`src/rtl/calclk_pkg.sv`:
```
package calclk_pkg;
  localparam int NUM_REGS  = 9;
  localparam int IDX_SEC   = 0;
  localparam int IDX_MIN   = 1;
  localparam int IDX_HOUR  = 2;
  localparam int IDX_DATE  = 3;
  localparam int IDX_MONTH = 4;
  localparam int IDX_DOW   = 5;
  localparam int IDX_YEAR  = 6;
  localparam int IDX_CTRL  = 7;
  localparam int IDX_CENT  = 8;

  typedef logic [7:0] bcd8_t;

  // Add one to a two-digit packed BCD value
  function automatic bcd8_t bcd_inc(input bcd8_t v);
    if (v[3:0] >= 4'd9) return {v[7:4] + 4'd1, 4'd0};
    else                return {v[7:4], v[3:0] + 4'd1};
  endfunction
endpackage

```
`src/rtl/calclk_rst_sync.sv`:
```
module calclk_rst_sync (
  input  logic clk,
  input  logic rst_n,
  output logic rst_sync_n
);
  logic [1:0] stage_q;

  always_ff @(posedge clk or negedge rst_n) begin
    if (!rst_n) stage_q <= 2'b00;
    else        stage_q <= {stage_q[0], 1'b1};
  end

  assign rst_sync_n = stage_q[1];
endmodule

```
`src/rtl/calclk_bcd_field.sv`:
```
module calclk_bcd_field
  import calclk_pkg::*;
#(
  parameter bcd8_t RST_VAL = 8'h00,
  parameter bcd8_t WMASK   = 8'hFF
) (
  input  logic  clk,
  input  logic  rst_n,
  input  logic  inc_en,
  input  bcd8_t lo,
  input  bcd8_t hi,
  input  logic  ld_en,
  input  bcd8_t ld_val,
  output bcd8_t q,
  output logic  wrap
);
  bcd8_t q_nxt;
  logic  at_top;

  always_comb begin
    at_top = (q >= hi);
    wrap   = inc_en && at_top;
    q_nxt  = q;
    if (ld_en)       q_nxt = ld_val & WMASK;
    else if (inc_en) q_nxt = at_top ? lo : bcd_inc(q);
  end

  always_ff @(posedge clk or negedge rst_n) begin
    if (!rst_n)                q <= RST_VAL;
    else if (ld_en || inc_en)  q <= q_nxt;
  end
endmodule

```
`src/rtl/calclk_hour_field.sv`:
```
module calclk_hour_field
  import calclk_pkg::*;
(
  input  logic  clk,
  input  logic  rst_n,
  input  logic  inc_en,
  input  logic  ld_en,
  input  bcd8_t ld_val,
  output bcd8_t q,
  output logic  day_carry
);
  bcd8_t q_nxt;
  logic  wrap_day;
  bcd8_t h12_inc;
  bcd8_t h24_inc;

  always_comb begin
    h12_inc  = bcd_inc({3'b000, q[4:0]});
    h24_inc  = bcd_inc({2'b00, q[5:0]});
    wrap_day = 1'b0;
    q_nxt    = q;
    if (q[7]) begin
      // 12-hour encoding: bit 5 PM, bits 4:0 hour 01..12
      if (q[4:0] == 5'h11) begin
        q_nxt    = {1'b1, 1'b0, ~q[5], 5'h12};
        wrap_day = q[5];
      end else if (q[4:0] >= 5'h12) begin
        q_nxt = {1'b1, 1'b0, q[5], 5'h01};
      end else begin
        q_nxt = {1'b1, 1'b0, q[5], h12_inc[4:0]};
      end
    end else begin
      if (q[5:0] >= 6'h23) begin
        q_nxt    = 8'h00;
        wrap_day = 1'b1;
      end else begin
        q_nxt = {2'b00, h24_inc[5:0]};
      end
    end
    if (ld_en) q_nxt = ld_val & (ld_val[7] ? 8'hBF : 8'h3F);
    day_carry = inc_en && !ld_en && wrap_day;
  end

  always_ff @(posedge clk or negedge rst_n) begin
    if (!rst_n)               q <= 8'h00;
    else if (ld_en || inc_en) q <= q_nxt;
  end
endmodule

```
`src/rtl/calclk_month_len.sv`:
```
module calclk_month_len
  import calclk_pkg::*;
(
  input  bcd8_t month,
  input  bcd8_t year,
  output bcd8_t last_day
);
  logic [1:0] yr_mod4;
  logic       leap;

  // (10*tens + units) mod 4 == (2*tens + units) mod 4
  assign yr_mod4 = {year[4], 1'b0} + year[1:0];
  assign leap    = (yr_mod4 == 2'd0);

  always_comb begin
    case (month)
      8'h02:                      last_day = leap ? 8'h29 : 8'h28;
      8'h04, 8'h06, 8'h09, 8'h11: last_day = 8'h30;
      default:                    last_day = 8'h31;
    endcase
  end
endmodule

```
`src/rtl/calclk_core.sv`:
```
module calclk_core
  import calclk_pkg::*;
#(
  parameter int ADDR_W = 4
) (
  input  logic              clk,
  input  logic              rst_n,
  input  logic              sec_tick,
  input  logic              host_we,
  input  logic [ADDR_W-1:0] host_addr,
  input  logic [7:0]        host_wdata,
  output logic [7:0]        host_rdata,
  output logic              phase_clr
);
  localparam int NUM_IDX = 2 ** ADDR_W;

  logic rst_sync_n;
  logic [NUM_REGS-1:0] wr_sel;
  logic wr_any;
  logic tick_ok;
  logic wp_q;
  bcd8_t sec_q, min_q, hour_q, date_q, month_q, dow_q, year_q, cent_q, ctrl_q;
  bcd8_t last_day;
  logic sec_wrap, min_wrap, day_carry, date_wrap, month_wrap;
  logic dow_wrap, year_wrap, cent_wrap;
  bcd8_t regv [NUM_IDX];

  calclk_rst_sync u_rst (.clk(clk), .rst_n(rst_n), .rst_sync_n(rst_sync_n));

  // Write decode: control always writable, others gated by write protect
  for (genvar i = 0; i < NUM_REGS; i++) begin : g_wsel
    assign wr_sel[i] = host_we && (host_addr == ADDR_W'(i)) &&
                       ((i == IDX_CTRL) || !wp_q);
  end
  assign wr_any  = |wr_sel;
  assign tick_ok = sec_tick && !wr_any;

  calclk_bcd_field #(.RST_VAL(8'h00), .WMASK(8'h7F)) u_sec (
    .clk(clk), .rst_n(rst_sync_n), .inc_en(tick_ok), .lo(8'h00), .hi(8'h59),
    .ld_en(wr_sel[IDX_SEC]), .ld_val(host_wdata), .q(sec_q), .wrap(sec_wrap));

  calclk_bcd_field #(.RST_VAL(8'h00), .WMASK(8'h7F)) u_min (
    .clk(clk), .rst_n(rst_sync_n), .inc_en(sec_wrap), .lo(8'h00), .hi(8'h59),
    .ld_en(wr_sel[IDX_MIN]), .ld_val(host_wdata), .q(min_q), .wrap(min_wrap));

  calclk_hour_field u_hour (
    .clk(clk), .rst_n(rst_sync_n), .inc_en(min_wrap),
    .ld_en(wr_sel[IDX_HOUR]), .ld_val(host_wdata), .q(hour_q),
    .day_carry(day_carry));

  calclk_month_len u_mlen (.month(month_q), .year(year_q), .last_day(last_day));

  calclk_bcd_field #(.RST_VAL(8'h01), .WMASK(8'h3F)) u_date (
    .clk(clk), .rst_n(rst_sync_n), .inc_en(day_carry), .lo(8'h01), .hi(last_day),
    .ld_en(wr_sel[IDX_DATE]), .ld_val(host_wdata), .q(date_q), .wrap(date_wrap));

  calclk_bcd_field #(.RST_VAL(8'h01), .WMASK(8'h1F)) u_month (
    .clk(clk), .rst_n(rst_sync_n), .inc_en(date_wrap), .lo(8'h01), .hi(8'h12),
    .ld_en(wr_sel[IDX_MONTH]), .ld_val(host_wdata), .q(month_q), .wrap(month_wrap));

  calclk_bcd_field #(.RST_VAL(8'h01), .WMASK(8'h07)) u_dow (
    .clk(clk), .rst_n(rst_sync_n), .inc_en(day_carry), .lo(8'h01), .hi(8'h07),
    .ld_en(wr_sel[IDX_DOW]), .ld_val(host_wdata), .q(dow_q), .wrap(dow_wrap));

  calclk_bcd_field #(.RST_VAL(8'h70), .WMASK(8'hFF)) u_year (
    .clk(clk), .rst_n(rst_sync_n), .inc_en(month_wrap), .lo(8'h00), .hi(8'h99),
    .ld_en(wr_sel[IDX_YEAR]), .ld_val(host_wdata), .q(year_q), .wrap(year_wrap));

  // Century: host-loaded only, never advanced
  calclk_bcd_field #(.RST_VAL(8'h19), .WMASK(8'hFF)) u_cent (
    .clk(clk), .rst_n(rst_sync_n), .inc_en(1'b0), .lo(8'h00), .hi(8'h99),
    .ld_en(wr_sel[IDX_CENT]), .ld_val(host_wdata), .q(cent_q), .wrap(cent_wrap));

  // Control: only the write-protect bit is stored
  always_ff @(posedge clk or negedge rst_sync_n) begin
    if (!rst_sync_n)           wp_q <= 1'b0;
    else if (wr_sel[IDX_CTRL]) wp_q <= host_wdata[7];
  end
  assign ctrl_q = {wp_q, 7'd0};

  always_ff @(posedge clk or negedge rst_sync_n) begin
    if (!rst_sync_n) phase_clr <= 1'b0;
    else             phase_clr <= wr_sel[IDX_SEC];
  end

  // Read map
  for (genvar j = 0; j < NUM_IDX; j++) begin : g_rmap
    if      (j == IDX_SEC)   begin : g_s assign regv[j] = sec_q;   end
    else if (j == IDX_MIN)   begin : g_m assign regv[j] = min_q;   end
    else if (j == IDX_HOUR)  begin : g_h assign regv[j] = hour_q;  end
    else if (j == IDX_DATE)  begin : g_d assign regv[j] = date_q;  end
    else if (j == IDX_MONTH) begin : g_o assign regv[j] = month_q; end
    else if (j == IDX_DOW)   begin : g_w assign regv[j] = dow_q;   end
    else if (j == IDX_YEAR)  begin : g_y assign regv[j] = year_q;  end
    else if (j == IDX_CTRL)  begin : g_c assign regv[j] = ctrl_q;  end
    else if (j == IDX_CENT)  begin : g_t assign regv[j] = cent_q;  end
    else                     begin : g_z assign regv[j] = 8'h00;   end
  end
  assign host_rdata = regv[host_addr];
endmodule

```
`config.mk`:
```
export PLATFORM = sky130hd
export DESIGN_NAME = calclk_core
export DESIGN_NICKNAME = d
export VERILOG_FILES = /design/src/rtl/calclk_pkg.sv /design/src/rtl/calclk_rst_sync.sv /design/src/rtl/calclk_bcd_field.sv /design/src/rtl/calclk_hour_field.sv /design/src/rtl/calclk_month_len.sv /design/src/rtl/calclk_core.sv
export SDC_FILE = /design/constraint.sdc
export NUM_CORES = 1
export LEC_CHECK = 0
export BUFFER_PORTS_ARGS = -buffer_cell sky130_fd_sc_hd__buf_2
export CAP_MARGIN = 40
export CORE_AREA = 2 2 129 131
export CTS_BUF_LIST = sky130_fd_sc_hd__clkbuf_4
export CTS_CLUSTER_SIZE = 24
export DETAILED_ROUTE_END_ITERATION = 16
export DIE_AREA = 0 0 131 133
export GPL_TIMING_DRIVEN = 0
export HOLD_SLACK_MARGIN = 0.03
export PLACE_DENSITY = 0.69
export SETUP_SLACK_MARGIN = 0.02
export SYNTH_ARGS = -nofsm -noshare
export SYNTH_HDL_FRONTEND = slang
export SYNTH_HIERARCHICAL = 1
export SYNTH_SLANG_ARGS = --single-unit
```
`constraint.sdc`:
```
create_clock -name clk -period 6 [get_ports clk]
set_clock_uncertainty 0.15 [all_clocks]
set_input_delay 0.6 -clock clk [delete_from_list [all_inputs] [get_ports clk]]
set_output_delay 0.6 -clock clk [all_outputs]
set_load 0.02 [all_outputs]
```
==> results.tsv <==
metric	value	unit
die_w	131	um
register_area	1690	um^2
power_density	371	nW/um^2
core	16200	um^2
cp.arrival	5.88	ns
place_congestion	0.903	
drt-vias-per-instance	5.43	
grt_pass1_wl	33900	um
start_util	48.6	%
slew_headroom	45.7	%
fin_crit	5.63	ns
syn2layout_area_growth	12.2	%
synth_cells	925	
grt_pass1_vias	6660	
synth.avg_cell_area	8.50	um^2
crit_fanout	10	
status	finished, final reports clean	
multi_input_area	5880	um^2
rsz0062_at_grt	no	
fillers	1566	
post-route-period-util	93.8	%
hpwlAfterDp	15600	um
syn-cell-area	7870	um^2
post_cts_buffers	0	
pre_cts_slack	-0.474	ns
min_path_type	register to asynchronous set/reset pin	
drt_iter0_markers	479	
dieArea	17400	um^2
finalHoldViolations	0	
stdcell_area	8830	um^2
tightest_slew	0.808	ns
worstSetupPathType	primary input to register	
path_clk_slew	0.13	ns
dr_total_vias	7044	
root_buffer	clkbuf_4	
grt_usage	24.7	%
cts_tree	done	
dp_cells	1280	
clock_latency	0.47	ns
rows	47	
finalSetupViolCount	0	
grt_max_degree	38	
port_buffers	22	
place_area	8700	um^2
die_h	133	um
io_pins	25	
wire_per_inst	15.8	um
htreeDepth	3	
required	6.25	ns
antenna_found_initial	1	
clock-sinks	67	
fin_cells	1298	
routed_wirelength	20500	um
ant_nets	0	
finalNetCount	1178	
max-vdd-ir-drop	0.143	mV
layout-drive-gt1-share	11.9	%
cts_buffer_depth	2	
crit_path_end_kind	register	
hold_ws	0.119	ns
setup_ws	0.370	ns
dr.pass1.iters	7	
drcViolationCount	0	
fmax	0.178	GHz
drv_slew	0	
startpoint_type	primary input	
drv_cap	0	
overflow	0	
ys_warn_count	6	
cts_buffers	9	
leakage	4.14	nW
-- routing by layer --
| layer | part of all wire (%) | GRT usage, % | vias up |
|---|---|---|---|
| met4 | 1.6 | 6.26 | 0 |
| met3 | 5.8 | 4.12 | 24 |
| li1 | - | - | 3508 |
| met5 | 0 | 0 | - |
| met2 | 48 | 40.6 | 191 |
| met1 | 45 | 33.7 | 3321 |
-- what timing repair did --
| action | in CTS | in global routing |
|---|---|---|
| hold endpoints to repair | 2 | 0 |
| hold buffers | 1 | 0 |
| setup endpoints to repair | 1 | 5 |
| resized for setup | 1 | 2 |
-- worst max-delay path, stage by stage --
cell	delay [ns]
buf_2	0.17
clkbuf_1	0.38
o31ai_1	0.17
a31oi_2	0.45
inv_1	0.23
nor2_1	0.47
inv_1	0.27
nor2_2	0.35
nand2b_1	0.15
a21oi_1	0.32
clkbuf_1	0.38
and2_1	0.20
clkbuf_1	0.38
nor2b_2	0.40
or2b_2	0.32
clkbuf_1	0.22
nor2_1	0.12
and3_1	0.15
o21ai_0	0.06
nand3_1	0.09
-- through the flow --
stage / power [W] / utilization (%) / TNS (ns)
floorplan: 0.00252 / - / 0
global placement: 0.00292 / 53.6 / -2.52
detailed placement: 0.00298 / 53.8 / -2.22
CTS: 0.00327 / 54.5 / 0
global route: 0.00358 / 54.6 / 0
finish: 0.00327 / 54.6 / 0
-- placed cells by master, fill, tap and decap left out, types with 10 or more instances in the layout --
cell        n
a21oi_1    67
and2_1     18
buf_2      28
buf_4      10
buf_6      10
clkbuf_1   18
clkbuf_4   12
conb_1    118
dfrtp_1    57
ha_1       90
inv_1      98
mux2i_1    71
nand2_1    45
nand2b_1   19
nand3_1    25
nor2_1     64
nor3_1     20
nor3b_1    16
o21ai_0    18
o21ai_1    32
xnor2_1    15
-- report_power, final --
part / total (W) / internal (W) / switching, W / leakage (nW)
registers: 0.000995 / 0.000642 / 0.000352 / 0.793
logic: 0.00201 / 0.000980 / 0.00103 / 3.27
clock network: 0.000272 / 0.0000958 / 0.000176 / 0.0685
-- final cells by class --
type / count / area share, %
Inverter: 100 / 4.25
Timing Repair Buffer: 24 / 1.59
Clock buffer: 12 / 1.02
Buffer: 50 / 3.97
Sequential cell: 67 / 19.2
Clock inverter: 4 / 0.213
Antenna cell: 1 / 0.0283
Tap cell: 220 / 3.12
Multi-Input combinational cell: 820 / 66.7
-- registers in the layout, indices dropped and copies added, names as in the netlist --
signal	flops
wp_q	1
u_year/q	8
u_rst/stage_q	2
u_cent/q	8
u_month/q	8
u_hour/q	7
u_sec/q	8
u_dow/q	8
u_date/q	8
u_min/q	8
phase_clr	1
-- path summary, 6_finish.rpt --
| kind | from | end | slack (ns) | cells after the start |
|---|---|---|---|---|
| setup / recovery | host_addr[0] | u_year/q[6] | 0.37 | 20 |
| hold / removal | u_rst/stage_q[1] | u_date/q[3] | 0.12 | 0 |
| setup reg to reg | u_sec/q[5] | u_year/q[6] | 0.43 | 20 |
| hold reg to reg | u_rst/stage_q[1] | u_date/q[3] | 0.12 | 0 |
| max in group asynchronous | u_rst/stage_q[1] | u_year/q[6] | 4.96 | 1 |
| min in group clk | u_rst/stage_q[0] | u_rst/stage_q[1] | 0.21 | 0 |
Note: power is estimated with default switching activity, not from simulation.
